$ cat config.mk
export PLATFORM = sky130hd
export DESIGN_NAME = sar_adc_ctrl
export DESIGN_NICKNAME = d
export VERILOG_FILES = /design/src/rtl/sar_ctrl_pkg.sv /design/src/rtl/sar_ctl_sync.sv /design/src/rtl/sar_start_detect.sv /design/src/rtl/sar_engine.sv /design/src/rtl/sar_bus_mux.sv /design/src/rtl/sar_adc_ctrl.sv
export SDC_FILE = /design/constraint.sdc
export NUM_CORES = 1
export LEC_CHECK = 0
export BUFFER_PORTS_ARGS = -buffer_cell sky130_fd_sc_hd__buf_2
export CORE_UTILIZATION = 40
export DETAILED_ROUTE_END_ITERATION = 10
export GPL_TIMING_DRIVEN = 0
export SYNTH_ARGS = -nofsm -noshare
export SYNTH_HDL_FRONTEND = slang
export SYNTH_SLANG_ARGS = --single-unit
$ cat constraint.sdc
create_clock -name clk -period 2.1 [get_ports clk]
set_input_delay 0.105 -clock clk [delete_from_list [all_inputs] [get_ports clk]]
set_output_delay 0.105 -clock clk [all_outputs]
set_load 0.01 [all_outputs]
$ cat src/rtl/sar_ctrl_pkg.sv
package sar_ctrl_pkg;

    localparam int RES_W       = 12;
    localparam int IDX_W       = $clog2(RES_W);
    localparam int NIB_W       = 4;
    localparam int CONV_CYCLES = RES_W + 1;

    typedef logic [RES_W-1:0] code_t;
    typedef logic [IDX_W-1:0] idx_t;

    typedef enum logic [1:0] {
        PH_IDLE   = 2'd0,
        PH_SAMPLE = 2'd1,
        PH_DECIDE = 2'd2
    } phase_e;

    typedef struct packed {
        logic cs_n;
        logic rd_n;
        logic hben;
    } ctl_t;

    localparam ctl_t CTL_RST = '{cs_n: 1'b1, rd_n: 1'b1, hben: 1'b0};

    // Bus view of a latched result: full word, or upper nibble mirrored
    // onto the low lines with the middle nibble forced to zero.
    function automatic code_t bus_view(code_t r, logic hi_sel);
        code_t v;
        if (hi_sel) begin
            v = {r[RES_W-1 -: NIB_W], {NIB_W{1'b0}}, r[RES_W-1 -: NIB_W]};
        end else begin
            v = r;
        end
        return v;
    endfunction

    function automatic logic read_qualifies(ctl_t c);
        return !c.cs_n && !c.rd_n && !c.hben;
    endfunction

endpackage

$ cat src/rtl/sar_ctl_sync.sv
module sar_ctl_sync
    import sar_ctrl_pkg::*;
#(
    parameter int STAGES = 2
) (
    input  logic clk,
    input  logic rst,
    input  ctl_t d,
    output ctl_t q
);
    localparam int W = $bits(ctl_t);

    logic [W-1:0] chain [STAGES];

    genvar s;
    generate
        for (s = 0; s < STAGES; s++) begin : g_stage
            always_ff @(posedge clk) begin
                if (rst) begin
                    chain[s] <= CTL_RST;
                end else if (s == 0) begin
                    chain[s] <= d;
                end else begin
                    chain[s] <= chain[(s == 0) ? 0 : s-1];
                end
            end
        end
    endgenerate

    assign q = ctl_t'(chain[STAGES-1]);

endmodule

$ cat src/rtl/sar_start_detect.sv
module sar_start_detect
    import sar_ctrl_pkg::*;
(
    input  logic clk,
    input  logic rst,
    input  ctl_t ctl_s,
    output logic start
);
    logic qual;
    logic qual_d;

    assign qual = read_qualifies(ctl_s);

    always_ff @(posedge clk) begin
        if (rst) begin
            qual_d <= 1'b0;
        end else begin
            qual_d <= qual;
        end
    end

    assign start = qual && !qual_d;

endmodule

$ cat src/rtl/sar_engine.sv
module sar_engine
    import sar_ctrl_pkg::*;
(
    input  logic  clk,
    input  logic  rst,
    input  logic  start,
    input  logic  cmp_above,
    output code_t trial,
    output code_t result,
    output logic  busy_n
);
    phase_e phase;
    code_t  sar;
    code_t  sar_nxt;
    idx_t   idx;

    always_comb begin
        sar_nxt = sar;
        if (!cmp_above) begin
            sar_nxt[idx] = 1'b0;
        end
        if (idx != '0) begin
            sar_nxt[idx - idx_t'(1)] = 1'b1;
        end
    end

    always_ff @(posedge clk) begin
        if (rst) begin
            phase  <= PH_IDLE;
            sar    <= '0;
            idx    <= '0;
            result <= '0;
            busy_n <= 1'b1;
        end else begin
            case (phase)
                PH_IDLE: begin
                    if (start) begin
                        phase  <= PH_SAMPLE;
                        busy_n <= 1'b0;
                    end
                end
                PH_SAMPLE: begin
                    sar   <= code_t'(1) << (RES_W - 1);
                    idx   <= idx_t'(RES_W - 1);
                    phase <= PH_DECIDE;
                end
                PH_DECIDE: begin
                    sar <= sar_nxt;
                    if (idx == '0) begin
                        result <= sar_nxt;
                        busy_n <= 1'b1;
                        phase  <= PH_IDLE;
                    end else begin
                        idx <= idx - idx_t'(1);
                    end
                end
                default: begin
                    phase  <= PH_IDLE;
                    busy_n <= 1'b1;
                end
            endcase
        end
    end

    assign trial = sar;

endmodule

$ cat src/rtl/sar_bus_mux.sv
module sar_bus_mux
    import sar_ctrl_pkg::*;
(
    input  logic  cs_n,
    input  logic  rd_n,
    input  logic  hben,
    input  code_t result,
    output code_t db_out,
    output logic  db_oe
);
    always_comb begin
        db_oe  = !cs_n && !rd_n;
        db_out = db_oe ? bus_view(result, hben) : '0;
    end

endmodule

$ cat src/rtl/sar_adc_ctrl.sv
module sar_adc_ctrl
    import sar_ctrl_pkg::*;
#(
    parameter int SYNC_STAGES = 2
) (
    input  logic             clk,
    input  logic             rst,
    input  logic             cs_n,
    input  logic             rd_n,
    input  logic             hben,
    input  logic             cmp_above,
    output logic [RES_W-1:0] trial_code,
    output logic             busy_n,
    output logic [RES_W-1:0] db_out,
    output logic             db_oe
);
    ctl_t  ctl_raw;
    ctl_t  ctl_s;
    logic  start;
    code_t result;

    assign ctl_raw = '{cs_n: cs_n, rd_n: rd_n, hben: hben};

    sar_ctl_sync #(.STAGES(SYNC_STAGES)) u_sync (
        .clk (clk),
        .rst (rst),
        .d   (ctl_raw),
        .q   (ctl_s)
    );

    sar_start_detect u_start (
        .clk   (clk),
        .rst   (rst),
        .ctl_s (ctl_s),
        .start (start)
    );

    sar_engine u_engine (
        .clk       (clk),
        .rst       (rst),
        .start     (start),
        .cmp_above (cmp_above),
        .trial     (trial_code),
        .result    (result),
        .busy_n    (busy_n)
    );

    sar_bus_mux u_mux (
        .cs_n   (cs_n),
        .rd_n   (rd_n),
        .hben   (hben),
        .result (result),
        .db_out (db_out),
        .db_oe  (db_oe)
    );

endmodule

==> Word-level counts from Yosys, hierarchy flattened <==
Memories as Yosys holds them, arrays and structs flattened.
Index checks and enable logic that the tools add are counted.
{ "op_classes": {"n_mux": 22, "n_addsub": 1, "magnitude_cmp": 4, "bitwise": 6, "eq_ne": 5, "reduce_logical": 20} }
{ "ops": {"columns": ["operator", "count"], "rows": [
  ["$mux 12", 3],
  ["$pmux 12 s2", 1],
  ["$and 12x12->12", 1],
  ["$not 12->12", 1],
  ["$or 12x12->12", 1],
  ["$lt 4x5->1 const B", 2],
  ["$demux 1 s4", 2],
  ["$ge 4x1->1 const B", 2],
  ["$mux 8", 1],
  ["$pmux 4 s2", 1],
  ["$mux 1", 7],
  ["$logic_and 1x1->1", 6],
  ["$logic_not 1->1", 6],
  ["$mux 3", 2],
  ["$pmux 2 s3", 1],
  ["$reduce_and 2->1", 3],
  ["$logic_not 4->1", 1],
  ["$mux 2", 2],
  ["$mux 4", 1],
  ["$ne 2x2->1 const B", 2],
  ["$reduce_bool 4->1", 1],
  ["$sub 4x1->4 const B", 1],
  ["$pmux 1 s3", 1],
  ["$reduce_and 3->1", 1],
  ["7 further kinds", 8]
]} }
{ "word_totals": {"word_cells": 65, "register_bits": 32, "out_inout_bits": 26, "ram_bits": 6, "n_memories": 1} }
{ "memory_table": {"columns": ["memory", "words", "word_bits", "read_ports", "rd_ports_with_merged_regs", "write_ports", "line", "source"], "rows": [
  ["u_sync.chain", 2, 3, 2, 0, 2, "sar_ctl_sync.sv:13", "logic [W-1:0] chain [STAGES];"]
]} }

==> Depth between registers and ports, before layout <==
Gate-level depths: netlist (run 1).
{ "logic_depth": {"word_depth": 10, "mapped_depth": 8, "depth_no_buf": 6} }

==> Modules after synthesis <==
Synthesis (run 1) repeated with hierarchy kept, for this count alone.
{ "hier_totals": {"cells_unflattened": 229, "area_unflattened_um2": 1964.4} }
{ "modules_own_cells": {"columns": ["module", "cells_each", "area_each_um2", "instances"], "rows": [
  ["sar_engine", 195, 1640.3, 1],
  ["sar_ctl_sync", 12, 157.7, 1],
  ["sar_bus_mux", 19, 133.9, 1],
  ["sar_start_detect", 3, 32.5, 1]
]} }

==> Least setup slack after synthesis (run 1) <==
Ideal clock, no wire load.
{ "synth_path": {"kind": "register to register", "startpoint": "reg u_engine.idx[0]", "endpoint": "reg u_engine.result[1]", "stages_incl_launch_ff": 7, "path_slack_ns": 0.428, "synth_period_minus_slack_ns": 1.672, "arrival_time_ns": 1.587, "t_required_ns": 2.014, "path_cell_list": "dfxtp_1 inv_1 ha_1 buf_2 o41ai_2 a22oi_1 a211oi_1"} }
{ "synth_via": {"elab_chain_cells": 9, "word_cells_on_any_way": 19, "cone_classes": "add/sub: 1; order compare: 4; mux: 6; bitwise: 3; reduce/logical: 5"} }
{ "synth_lines": {"columns": ["item", "line", "source"], "rows": [
  ["start: declaration", "sar_engine.sv:15", "idx_t idx;"],
  ["start signal: assignment", "sar_engine.sv:44", "idx <= idx_t'(RES_W - 1);"],
  ["start signal: assignment", "sar_engine.sv:54", "idx <= idx - idx_t'(1);"],
  ["branches (longest 9 deep; another with $lt 4x5->1)", null, null],
  ["end signal: assignment", "sar_engine.sv:50", "result <= sar_nxt;"],
  ["end: declaration", "sar_engine.sv:9", "output code_t result,"]
]} }
Several ways; the timed one is not identified.
A chain may end at the register's enable or synchronous reset.

==> Worst setup path after layout (run 1) <==
{ "layout_path": {"startpoint": "reg u_engine.idx[1]", "endpoint": "reg u_engine.result[8]"} }
Same word-level chain as after synthesis.

==> summary.md, run 1 <==
| Metric | Value |
|---|---|
| Endpoints failing setup | `0` |
| Setup repair after global routing missed its margin | `no` |
| Number of search-and-repair iterations in the first detailed-routing pass | `7` |
| Final setup skew | `around 5.5 ps` |
| Port Buffers | `29` |
| Required time of the worst setup path | `~2300 ps` |
| Layout overhead on the synthesized area | `18.1%` |
| Post-synthesis register bit count | `38` |
| Antenna Diode Count | `0` |
| Failing checks | `design-rule violations` |
| Total die area | `5170 um^2` |
| Tightest Pin Transition | `684 ps` |
| Top-Level Pins | `32` |
| Average routed wire per standard cell | `~13 um` |
| Post-synthesis cell count | `roughly 230` |
| Maximum fanout along the worst path | `10` |
| Most repeated cell in the gate-level netlist after synthesis | `sky130_fd_sc_hd__dfxtp_1` |
| Share of the clock period used by the worst path | `slightly above 90%` |
| Clock sink total | `38` |
| Post-Synthesis Mean Instance Area | `8.35 um^2` |
| Total routing resource utilization after global routing | `between 10% and 20%` |
| Global-route congestion overflow total | `0` |
| Routability cong. | `0.850` |
| Crit path DAT | `approximately 2100 ps` |
| Standby leakage power | `0.894 nW` |
| Layout cell share with drive strength beyond 1 | `23.2%` |
| Synth Cell Area | `slightly below 2000 um^2` |
| Final critical path time including I/O delays and setup | `a little under 2000 ps` |
| Remaining design rule violation count | `2` |
| Most frequent cells after synthesis | `38 x sky130_fd_sc_hd__dfxtp_1, 29 x sky130_fd_sc_hd__nand2_1, 23 x sky130_fd_sc_hd__nor2_1, 14 x sky130_fd_sc_hd__o21ai_0, 13 x sky130_fd_sc_hd__inv_1` |
| Endpoint class of the critical path | `flop` |
| Starting Density | `about two fifths` |
| Launching element type of the critical path | `flop` |
| Clock tree from TritonCTS | `built` |
| Number of H-tree levels | `2` |
| Post-synth net total | `approximately 250` |
| Area fraction of the dominant cell type after synthesis | `about two fifths` |
| Max-capacitance violation count | `0` |
| Most instantiated flip-flop cell in the synthesis netlist | `sky130_fd_sc_hd__dfxtp_1` |
| Max-slew headroom at the worst pin | `54.3%` |
| Power Density | `between 800 and 900 nW/um^2` |
| Final routed wirelength across all metal layers | `around 4.5 mm` |
| Part of the Yosys area used for sequential elements | `between 30% and 40%` |
| Final sum of negative setup slack | `0 ps` |
| Via density per instance | `5.01` |
| Sum of net half-perimeters after detailed placement | `3.27 mm` |
| Final-stage net count | `roughly 290` |
| Util after Layout | `between 40 and 50%` |
| Worst Hold Margin | `about 7.0 ps` |
| Vias after detailed routing | `~1,700` |
| Antenna-violating nets left | `0` |
| Maximum VDD drop | `roughly 320 uV` |
| Area of the placeable core | `approximately 4700 um^2` |
| Site row count | `25` |
| Global-route wire length before repair | `between 7 and 8 mm` |
| Vias in the first global route | `~1,400` |
| Max Root-Sink Buffers | `2` |
| CP Class | `reg2reg` |
| Number of antenna violations at the first check in global routing | `0` |
| Number of warning messages in the yosys log | `0` |
| Maximum clock frequency | `slightly above 500 MHz` |
| TritonCTS buffer count | `5` |
| Number of buffers inserted to repair setup after CTS | `0` |
| Iter 0 DRT Violations | `65` |
| Latest clock arrival within the worst-skew pair | `slightly below 300 ps` |
| Register clock-pin slew on the reported worst setup and hold paths | `70 ps` |
| Clock root buffer master | `sky130_fd_sc_hd__clkbuf_8` |
| Status | `complete, but fails checks` |
| Number of enable-type register cells in the synthesized netlist | `0` |
| Cell accounting for the most synthesized area | `sky130_fd_sc_hd__dfxtp_1` |
| Count of endpoints failing hold in the final timing report | `0` |
| Number of distinct library cells after synthesis | `40` |
| Chip width | `between 70 and 80 um` |
| Share of flip-flops with an asynchronous set or reset after synthesis | `0%` |
| Top post-synthesis cells by area | `sky130_fd_sc_hd__dfxtp_1 39%, sky130_fd_sc_hd__ha_1 5.8%, sky130_fd_sc_hd__nand2_1 5.6%, sky130_fd_sc_hd__a211oi_1 4.6%, sky130_fd_sc_hd__nor2_1 4.4%` |
| Pins over their slew limit | `0` |
| Hold Crit Class | `in2reg` |
| DIE HEIGHT | `between 70 and 80 um` |
| Largest net degree at the start of global routing | `13` |
## registers in the layout (all words and copies together) (netlist names)
| name | cells |
|---|---|
| u_engine.phase | 2 |
| u_engine.trial | 12 |
| u_start.qual_d | 1 |
| u_engine.busy_n | 1 |
| u_engine.idx | 4 |
| u_sync.chain | 6 |
| u_engine.result | 12 |
## kinds of logic after synthesis
| family | Yosys count | share of synthesized area (%) |
|---|---|---|
| mux | 6 | 3.08 |
| flops | 38 | 38.9 |
| compound gates | 63 | 22.7 |
| fa+ha+maj | 9 | 5.77 |
| buf+inv | 29 | 6.66 |
| simple gates | 89 | 22.8 |
## layout make-up
type	instances	area (um^2)
fill	464	2420
clock inverter	3	40.0
timing repair buffer	30	155
tap	67	83.8
clock buffer	5	68.8
multi-input combinational	167	1070
inverter	13	48.8
buffer	16	81.3
sequential	38	762
## power by group
group | switching, mW | total, mW | internal [mW] | leakage, nW
Clock | 0.253 | 0.602 | 0.349 | 0.0579
Sequential | 0.0506 | 0.823 | 0.773 | 0.309
Combinational | 0.395 | 0.641 | 0.245 | 0.528
## final timing paths
kind	cells after the start	to	slack [ps]	startpoint
worst min register to register	1	u_sync.chain[1][2]$_SDFF_PP1_	410	u_sync.chain[0][2]$_SDFF_PP1_
worst max-delay path	7	u_engine.result[8]$_SDFFE_PP0P_	140	u_engine.idx[1]$_SDFFE_PP0P_
worst min-delay path	2	u_sync.chain[0][2]$_SDFF_PP1_	7	cs_n
worst max register to register	7	u_engine.result[8]$_SDFFE_PP0P_	140	u_engine.idx[1]$_SDFFE_PP0P_
## routing by layer
metal	global-route usage [%]	share of wire, %
met3	4.22	4.0
met1	27.1	52
met5	0	0
met2	26.4	43
met4	6.54	0.94
## through the flow
step	area [um^2]	instances	setup slack [ps]	power [mW]
6_report	2310	339	137	2.07
4_1_cts	2300	338	96.1	2.08
3_3_place_gp	2180	330	47.7	1.47
2_1_floorplan	1950	234	428	1.32
5_1_grt	2310	339	25.9	2.20
3_5_place_dp	2180	330	26.0	1.47
## placed cells by master, fill, tap and decap left out, types with 3 or more instances in the layout
master                      n
sky130_fd_sc_hd__buf_2     37
sky130_fd_sc_hd__o21a_1     4
sky130_fd_sc_hd__a311oi_1   4
sky130_fd_sc_hd__o21ai_0   14
sky130_fd_sc_hd__nor2_1    23
sky130_fd_sc_hd__nor2b_1    4
sky130_fd_sc_hd__nand2b_1   3
sky130_fd_sc_hd__mux2i_1    6
sky130_fd_sc_hd__or2_2      7
sky130_fd_sc_hd__ha_1       9
sky130_fd_sc_hd__inv_1     13
sky130_fd_sc_hd__clkbuf_1   6
sky130_fd_sc_hd__a21oi_1   11
sky130_fd_sc_hd__a31oi_1    5
sky130_fd_sc_hd__a211oi_1  11
sky130_fd_sc_hd__nand2_1   29
sky130_fd_sc_hd__dfxtp_1   37
sky130_fd_sc_hd__and2_1     9
sky130_fd_sc_hd__nand3b_1   3
sky130_fd_sc_hd__clkbuf_8   5
## critical path, cell delays in order (launching register included)
cell	delay, ps
sky130_fd_sc_hd__dfxtp_1	470
sky130_fd_sc_hd__inv_1	130
sky130_fd_sc_hd__ha_1	220
sky130_fd_sc_hd__buf_2	200
sky130_fd_sc_hd__nand2_1	220
sky130_fd_sc_hd__o21ai_0	150
sky130_fd_sc_hd__a211oi_2	320
sky130_fd_sc_hd__a211oi_1	120
## timing repair
| action | 4_1_cts | 5_1_grt |
|---|---|---|
| pin swaps | 0 | 0 |
| endpoints found under the hold margin | 0 | 1 |
| setup endpoints to repair | 1 | 9 |
| gates resized for setup | 1 | 1 |
| hold buffers | 0 | 1 |
No activity file was read; power rests on OpenSTA's default activity.
==> inputs of run 2 (changes only) <==
BUFFER_PORTS_ARGS = -buffer_cell sky130_fd_sc_hd__buf_4   (was -buffer_cell sky130_fd_sc_hd__buf_2)
SKIP_CTS_REPAIR_TIMING = 1   (was unset)
==> run 2 against run 1 <==
  * The run still ends with design-rule violations left
  * Clock skew down 1.6 ps
  * Fmax increased by 4.6%
  * Total power is 2.5% lower
  * Via count down 0.35%
  * Cell count up 0.29%
  * Global-route usage increased by 0.14 points
  * Critical path depth did not move
  * Combinational power grew 2%
  * Flip-flop and latch count unchanged
  * Worst hold slack better by 150 ps
  * Die area is the same
==> summary.md, run 2 (same netlist as run 1, synthesis figures left out) <==
| Metric | Value |
|---|---|
| TritonCTS buffer count | `5 (unchanged)` |
| Proportion of power drawn by the clock network | `26.7% (-2.4 points)` |
| Starting Density | `41.4% (unchanged)` |
| Final-layout fill cell count | `489 (+5.4%)` |
| Most used cells in the layout excluding fill and tap cells | `36 x sky130_fd_sc_hd__dfxtp_1, 30 x sky130_fd_sc_hd__buf_4, 29 x sky130_fd_sc_hd__nand2_1` |
| Post-Layout Inst Area | `2380 um^2 (+3.0%)` |
| Remaining design rule violation count | `2 (unchanged)` |
| Global-route wire length before repair | `7.19 mm (about the same)` |
| Top-Level Pins | `32 (unchanged)` |
| Chip width | `71.9 um (unchanged)` |
| Final setup skew | `3.90 ps (-1.58 ps)` |
| Final routed wirelength across all metal layers | `4.53 mm (+1.7%)` |
| Endpoints failing setup | `0 (unchanged)` |
| Area of the placeable core | `4720 um^2 (unchanged)` |
| Total routing resource utilization after global routing | `18.6% (+0.14 points)` |
| Iter 0 DRT Violations | `58 (-11%)` |
| Vias after detailed routing | `1,691 (-0.35%)` |
| Reg-to-reg setup timing slack | `220 ps (+90 ps)` |
| Final sum of negative setup slack | `0 ps (unchanged)` |
| Required time of the worst setup path | `2270 ps (+20 ps)` |
| Standby leakage power | `0.889 nW (-0.52%)` |
| Total die area | `5170 um^2 (unchanged)` |
| Antenna-violating nets left | `0 (unchanged)` |
| Global Route met2 Usage | `25.6% (-0.84 points)` |
| CP Class | `reg2reg` |
| Sum of net half-perimeters after detailed placement | `3.27 mm (about the same)` |
| Register clock-pin slew on the reported worst setup and hold paths | `80 ps (about the same)` |
| Site row count | `25 (unchanged)` |
| Max-slew headroom at the worst pin | `53.2% (-1.0 points)` |
| R2R Path Start | `u_engine.idx[0]$_SDFFE_PP0P_` |
| Endpoint class of the critical path | `flop` |
| Vias in the first global route | `1,437 (-0.48%)` |
| Via density per instance | `4.97 (-0.65%)` |
| Number of antenna violations at the first check in global routing | `0 (unchanged)` |
| Final-stage net count | `287 (+0.35%)` |
| Tightest Pin Transition | `699 ps (+15.6 ps)` |
| Clock tree from TritonCTS | `built` |
| Setup repair after global routing missed its margin | `no` |
| Maximum clock frequency | `533 MHz (+4.6%)` |
| Launching element type of the critical path | `flop` |
| Share of the clock period used by the worst path | `89.4% (-4.1 points)` |
| Antenna Diode Count | `0 (unchanged)` |
| Layout cell share with drive strength beyond 1 | `23.4% (+0.28 points)` |
| Final critical path time including I/O delays and setup | `1880 ps (-86.6 ps)` |
| Post-placement cell area | `2250 um^2 (+3.3%)` |
| Hold Crit Class | `in2reg` |
| Pint | `1.29 mW (-5.4%)` |
| Worst path cell trace | `inv_1 -> ha_1 -> buf_2 -> nand2_1 -> o21ai_0 -> a211oi_2 -> a211oi_1` |
| Crit path DAT | `2040 ps (-80 ps)` |
| P_sw | `0.721 mW (+3.2%)` |
| Most common library cell in the layout ignoring fill and taps | `sky130_fd_sc_hd__dfxtp_1` |
| Gr busiest metal | `met1` |
| Clock sink total | `38 (unchanged)` |
| Largest net degree at the start of global routing | `13 (unchanged)` |
| Power Density | `847 nW/um^2 (-5.4%)` |
| Max Root-Sink Buffers | `2 (unchanged)` |
| Worst reg2reg path endpoint | `u_engine.result[8]$_SDFFE_PP0P_` |
| Crit path from | `u_engine.idx[0]$_SDFFE_PP0P_` |
| Met1 layer usage reported by global route | `27.9% (+0.88 points)` |
| Average routed wire per standard cell | `13.3 um (+1.4%)` |
| Combinational Power Share | `32.4% (+1.4 points)` |
| Failing checks | `design-rule violations` |
| Count of endpoints failing hold in the final timing report | `0 (unchanged)` |
| DIE HEIGHT | `71.9 um (unchanged)` |
| Number of H-tree levels | `2 (unchanged)` |
| Max stage delay on crit path | `430 ps (-40 ps)` |
| Routability cong. | `0.831 (-2.3%)` |
| Port Buffers | `29 (unchanged)` |
| Pins over their slew limit | `0 (unchanged)` |
| Clock root buffer master | `sky130_fd_sc_hd__clkbuf_8` |
| Layout overhead on the synthesized area | `21.7%` |
| Maximum VDD drop | `302 uV (-5.7%)` |
| Max-capacitance violation count | `0 (unchanged)` |
| Fraction of power spent switching nets | `35.8% (+2.0 points)` |
| Worst setup path endpoint | `u_engine.result[8]$_SDFFE_PP0P_` |
| Worst reg2reg path depth | `7 (unchanged)` |
| Sequential power share | `40.9% (+1.0 points)` |
| Number of search-and-repair iterations in the first detailed-routing pass | `7 (unchanged)` |
| Master of the slowest instance on the critical path | `sky130_fd_sc_hd__dfxtp_2` |
| Maximum fanout along the worst path | `10 (unchanged)` |
| Latest clock arrival within the worst-skew pair | `300 ps (about the same)` |
| Global-route congestion overflow total | `0 (unchanged)` |
| Status | `complete, but fails checks` |
| GR met3 Demand/Resource | `2.95% (-1.3 points)` |
-- run 2: changes by cell type in the layout (fill, tap and decap cells not counted), sizes merged --
cell	previous run	this run
clkbuf	11	12
dlygate4sd3	1	2
clkinvlp	0	1
clkinv	2	1
bufinv	1	0
-- run 2: critical path, delay by kind of cell (launching register included) --
kind,cells,cell delay [ps]
AO/OA/AOI/OAI,3,580
flip-flops,1,430
buffers and inverters,2,290
adder cells (fa/ha/maj),1,220
AND/OR/NAND/NOR,1,220
-- run 2: area by class of cell --
cell class              count  area, um^2  share of cell area, %
multi-input cells         167        1070                   44.9
flip-flops and latches     38         763                   32.1
repair buffers             31         238                   10.0
well taps                  67        83.8                   3.53
clock buffers               6        82.6                   3.47
plain buffers              16        81.3                   3.42
inverters                  13        48.8                   2.05
clock inverters             2        12.5                  0.526
-- run 2: worst min path at each step --
stage                                               end  from  slack, ps  cells after the start
after floorplan           u_sync.chain[0][1]$_SDFF_PP1_  rd_n        210                      1
after global placement    u_sync.chain[0][1]$_SDFF_PP1_  rd_n        300                      2
after detailed placement  u_sync.chain[0][1]$_SDFF_PP1_  rd_n        300                      2
after CTS                 u_sync.chain[0][1]$_SDFF_PP1_  rd_n         -7                      2
after global routing       u_engine.busy_n$_SDFFE_PP1P_   rst        170                      3
final                      u_engine.busy_n$_SDFFE_PP1P_   rst        160                      3
-- run 2: power by group through the flow --
stage | clock network (mW) | logic (mW) | registers (mW)
after floorplan | 0 | 0.486 | 0.832
after global placement | 0 | 0.641 | 0.836
after detailed placement | 0 | 0.640 | 0.837
after CTS | 0.550 | 0.643 | 0.820
after global routing | 0.593 | 0.715 | 0.831
final | 0.538 | 0.653 | 0.824
-- run 2: per-stage QoR --
step                      total power, mW  cells  hold slack (ps)  util, %  setup slack [ps]
final                                2.01    340              159     50.3               223
after global routing                 2.14    340              168     50.3              45.5
after CTS                            2.01    338            -7.30     49.7              16.6
after detailed placement             1.48    330              302     47.7              34.6
after global placement               1.48    330              301     47.7              47.2
after floorplan                      1.32    234              212        -               428
-- run 2: per-layer routing --
metal	share of wire, %	routed length (um)
met1	53	2380
met2	42	1900
met3	3.5	157
met4	2.1	93
met5	0	0
==> inputs of run 3 (changes only) <==
BUFFER_PORTS_ARGS = -buffer_cell sky130_fd_sc_hd__buf_2   (was -buffer_cell sky130_fd_sc_hd__buf_4)
clock period = 1.6 ns   (was 2.1 ns; I/O delays follow)
==> run 3 against run 2 <==
  * Die area is the same
  * The flow finishes with violations (negative setup slack)
  * Largest cell class unchanged
  * Critical path depth decreased by 1
  * Critical endpoint is now u_engine.phase[0]$_SDFFE_PP0P_
  * First-iteration DRC count rose by 62%
  * Highest routed layer unchanged
  * Sequential power is 32% higher
  * Critical path type unchanged
  * Clock skew is 1.5 ps higher
  * Combinational power is 52% higher
==> summary.md, run 3 (same netlist as run 1, synthesis figures left out) <==
| Metric | Value |
|---|---|
| Number of antenna violations at the first check in global routing | `0 (unchanged)` |
| Via density per instance | `5.16 (+3.8%)` |
| Top-Level Pins | `32 (unchanged)` |
| Launching element type of the critical path | `flop` |
| Tightest Pin Transition | `521 ps (-178 ps)` |
| Final-layout fill cell count | `454 (-7.2%)` |
| Finished Layout Cells | `341 (+0.29%)` |
| Status | `complete, but fails checks` |
| Global-route wire length before repair | `6.98 mm (-3.0%)` |
| Final setup skew | `5.40 ps (+1.50 ps)` |
| Max stage delay on crit path | `390 ps (-40 ps)` |
| Util after Layout | `51.5% (+1.2 points)` |
| Endpoints failing setup | `3 (+3)` |
| Vias after detailed routing | `1,760 (+4.1%)` |
| Clock sink total | `38 (unchanged)` |
| Site row count | `25 (unchanged)` |
| Master of the slowest instance on the critical path | `sky130_fd_sc_hd__or3b_4` |
| Number of H-tree levels | `2 (unchanged)` |
| Pins over their slew limit | `0 (unchanged)` |
| Routability cong. | `0.844 (+1.6%)` |
| Area of the placeable core | `4720 um^2 (unchanged)` |
| Starting Density | `41.4% (unchanged)` |
| Chip width | `71.9 um (unchanged)` |
| Max-slew headroom at the worst pin | `65.2% (+12 points)` |
| Vias in the first global route | `1,372 (-4.5%)` |
| Number of search-and-repair iterations in the first detailed-routing pass | `4 (-3)` |
| Crit path DAT | `1810 ps (-230 ps)` |
| Routed length on met3 | `137 um (-13%)` |
| Placed insts | `330 (unchanged)` |
| Detailed-route wire length on metal 1 | `2.35 mm (-1.4%)` |
| Standby leakage power | `0.920 nW (+3.4%)` |
| Total die area | `5170 um^2 (unchanged)` |
| Port Buffers | `29 (unchanged)` |
| Max Root-Sink Buffers | `2 (unchanged)` |
| Setup repair after global routing missed its margin | `yes` |
| Register clock-pin slew on the reported worst setup and hold paths | `80 ps (about the same)` |
| Iter 0 DRT Violations | `94 (+62%)` |
| DIE HEIGHT | `71.9 um (unchanged)` |
| Clock tree from TritonCTS | `built` |
| Average routed wire per standard cell | `13.7 um (+2.7%)` |
| Total routing resource utilization after global routing | `17.8% (-0.81 points)` |
| Power Density | `1140 nW/um^2 (+34%)` |
| Post-placement cell area | `2190 um^2 (-3.1%)` |
| Latest clock arrival within the worst-skew pair | `290 ps (about the same)` |
| Sum of net half-perimeters after detailed placement | `3.29 mm (+0.79%)` |
| Multi-input gate area | `1150 um^2 (+8.0%)` |
| Maximum clock frequency | `610 MHz (+14%)` |
| Endpoint class of the critical path | `flop` |
| Met2 layer wire length in the routed design | `2.11 mm (+12%)` |
| Final routed wirelength across all metal layers | `4.67 mm (+3.0%)` |
| Remaining design rule violation count | `0 (-2)` |
| Final critical path time including I/O delays and setup | `1640 ps (-237 ps)` |
| Maximum VDD drop | `445 uV (+47%)` |
| Most used cells in the layout excluding fill and tap cells | `36 x sky130_fd_sc_hd__dfxtp_1, 34 x sky130_fd_sc_hd__buf_2, 28 x sky130_fd_sc_hd__nand2_1` |
| Place WS | `-400 ps (-434 ps)` |
| Hold Crit Class | `in2reg` |
| Worst setup slack after layout | `-39.6 ps (-263 ps)` |
| Post-Layout Inst Area | `2430 um^2 (+2.4%)` |
| Register area | `768 um^2 (+0.66%)` |
| CP Class | `reg2reg` |
| Required time of the worst setup path | `1770 ps (-500 ps)` |
| Failing checks | `negative setup slack` |
| Worst path cell trace | `inv_4 -> ha_4 -> or3b_4 -> a22oi_4 -> mux2i_1 -> nor2_1` |
| Clock root buffer master | `sky130_fd_sc_hd__clkbuf_8` |
| Antenna Diode Count | `0 (unchanged)` |
| Top Metal Used | `met4` |
| Global-route congestion overflow total | `0 (unchanged)` |
| Layout cell share with drive strength beyond 1 | `29.6% (+6.1 points)` |
| Maximum fanout along the worst path | `7 (-3)` |
| Share of the clock period used by the worst path | `102% (+13 points)` |
| Layout overhead on the synthesized area | `24.7%` |
| Final-stage net count | `288 (+0.35%)` |
| Total power | `2.77 mW (+37%)` |
| Largest net degree at the start of global routing | `13 (unchanged)` |
| TritonCTS buffer count | `5 (unchanged)` |
| Max-capacitance violation count | `0 (unchanged)` |
| Most common library cell in the layout ignoring fill and taps | `sky130_fd_sc_hd__dfxtp_1` |
| Antenna-violating nets left | `0 (unchanged)` |
| Count of endpoints failing hold in the final timing report | `0 (unchanged)` |
[run 3: cell count changes in the layout (fill, tap and decap cells not counted), sizes merged]
cell and change:
clkbuf -1, buf +2
[run 3: final cells by class]
| type | instances | share of cell area [%] |
|---|---|---|
| clock buffers | 6 | 3.39 |
| well taps | 67 | 3.44 |
| multi-input cells | 167 | 47.3 |
| flip-flops and latches | 38 | 31.6 |
| inverters | 13 | 2.21 |
| plain buffers | 15 | 4.27 |
| repair buffers | 33 | 7.30 |
| clock inverters | 2 | 0.514 |
[run 3: path summary, 6_finish.rpt]
check                                              startpoint                              to  slack, ps  depth (start not counted)
worst max-delay path             u_engine.idx[1]$_SDFFE_PP0P_  u_engine.phase[0]$_SDFFE_PP0P_        -40                          6
worst min-delay path                                      rst  u_engine.trial[5]$_SDFFE_PP0P_        150                          4
worst max register to register   u_engine.idx[1]$_SDFFE_PP0P_  u_engine.phase[0]$_SDFFE_PP0P_        -40                          6
worst min register to register  u_sync.chain[0][2]$_SDFF_PP1_   u_sync.chain[1][2]$_SDFF_PP1_        410                          1
[run 3: routing by layer]
metal	vias to the layer above	GRT usage, %
met5	-	0
met4	0	5.88
met3	7	4.36
met2	37	25.7
met1	824	25.9
li1	892	-
[run 3: power by group]
group          total, mW  internal (mW)  switching [mW]
combinational      0.992          0.401           0.592
sequential          1.09           1.02          0.0680
clock              0.687          0.346           0.340
[run 3: worst max-delay path, delay by kind of cell, from the launching register on]
family | cells | cell delay (ps)
simple gates | 2 | 440
flops | 1 | 380
compound gates | 1 | 260
mux | 1 | 210
fa+ha+maj | 1 | 130
buf+inv | 1 | 70
[run 3: per-stage QoR]
stage,setup TNS [ps],hold slack [ps]
finish,-75.4,148
global placement,-4130,276
global route,-892,164
CTS,-5150,-21.9
floorplan,-14.9,187
detailed placement,-4700,280
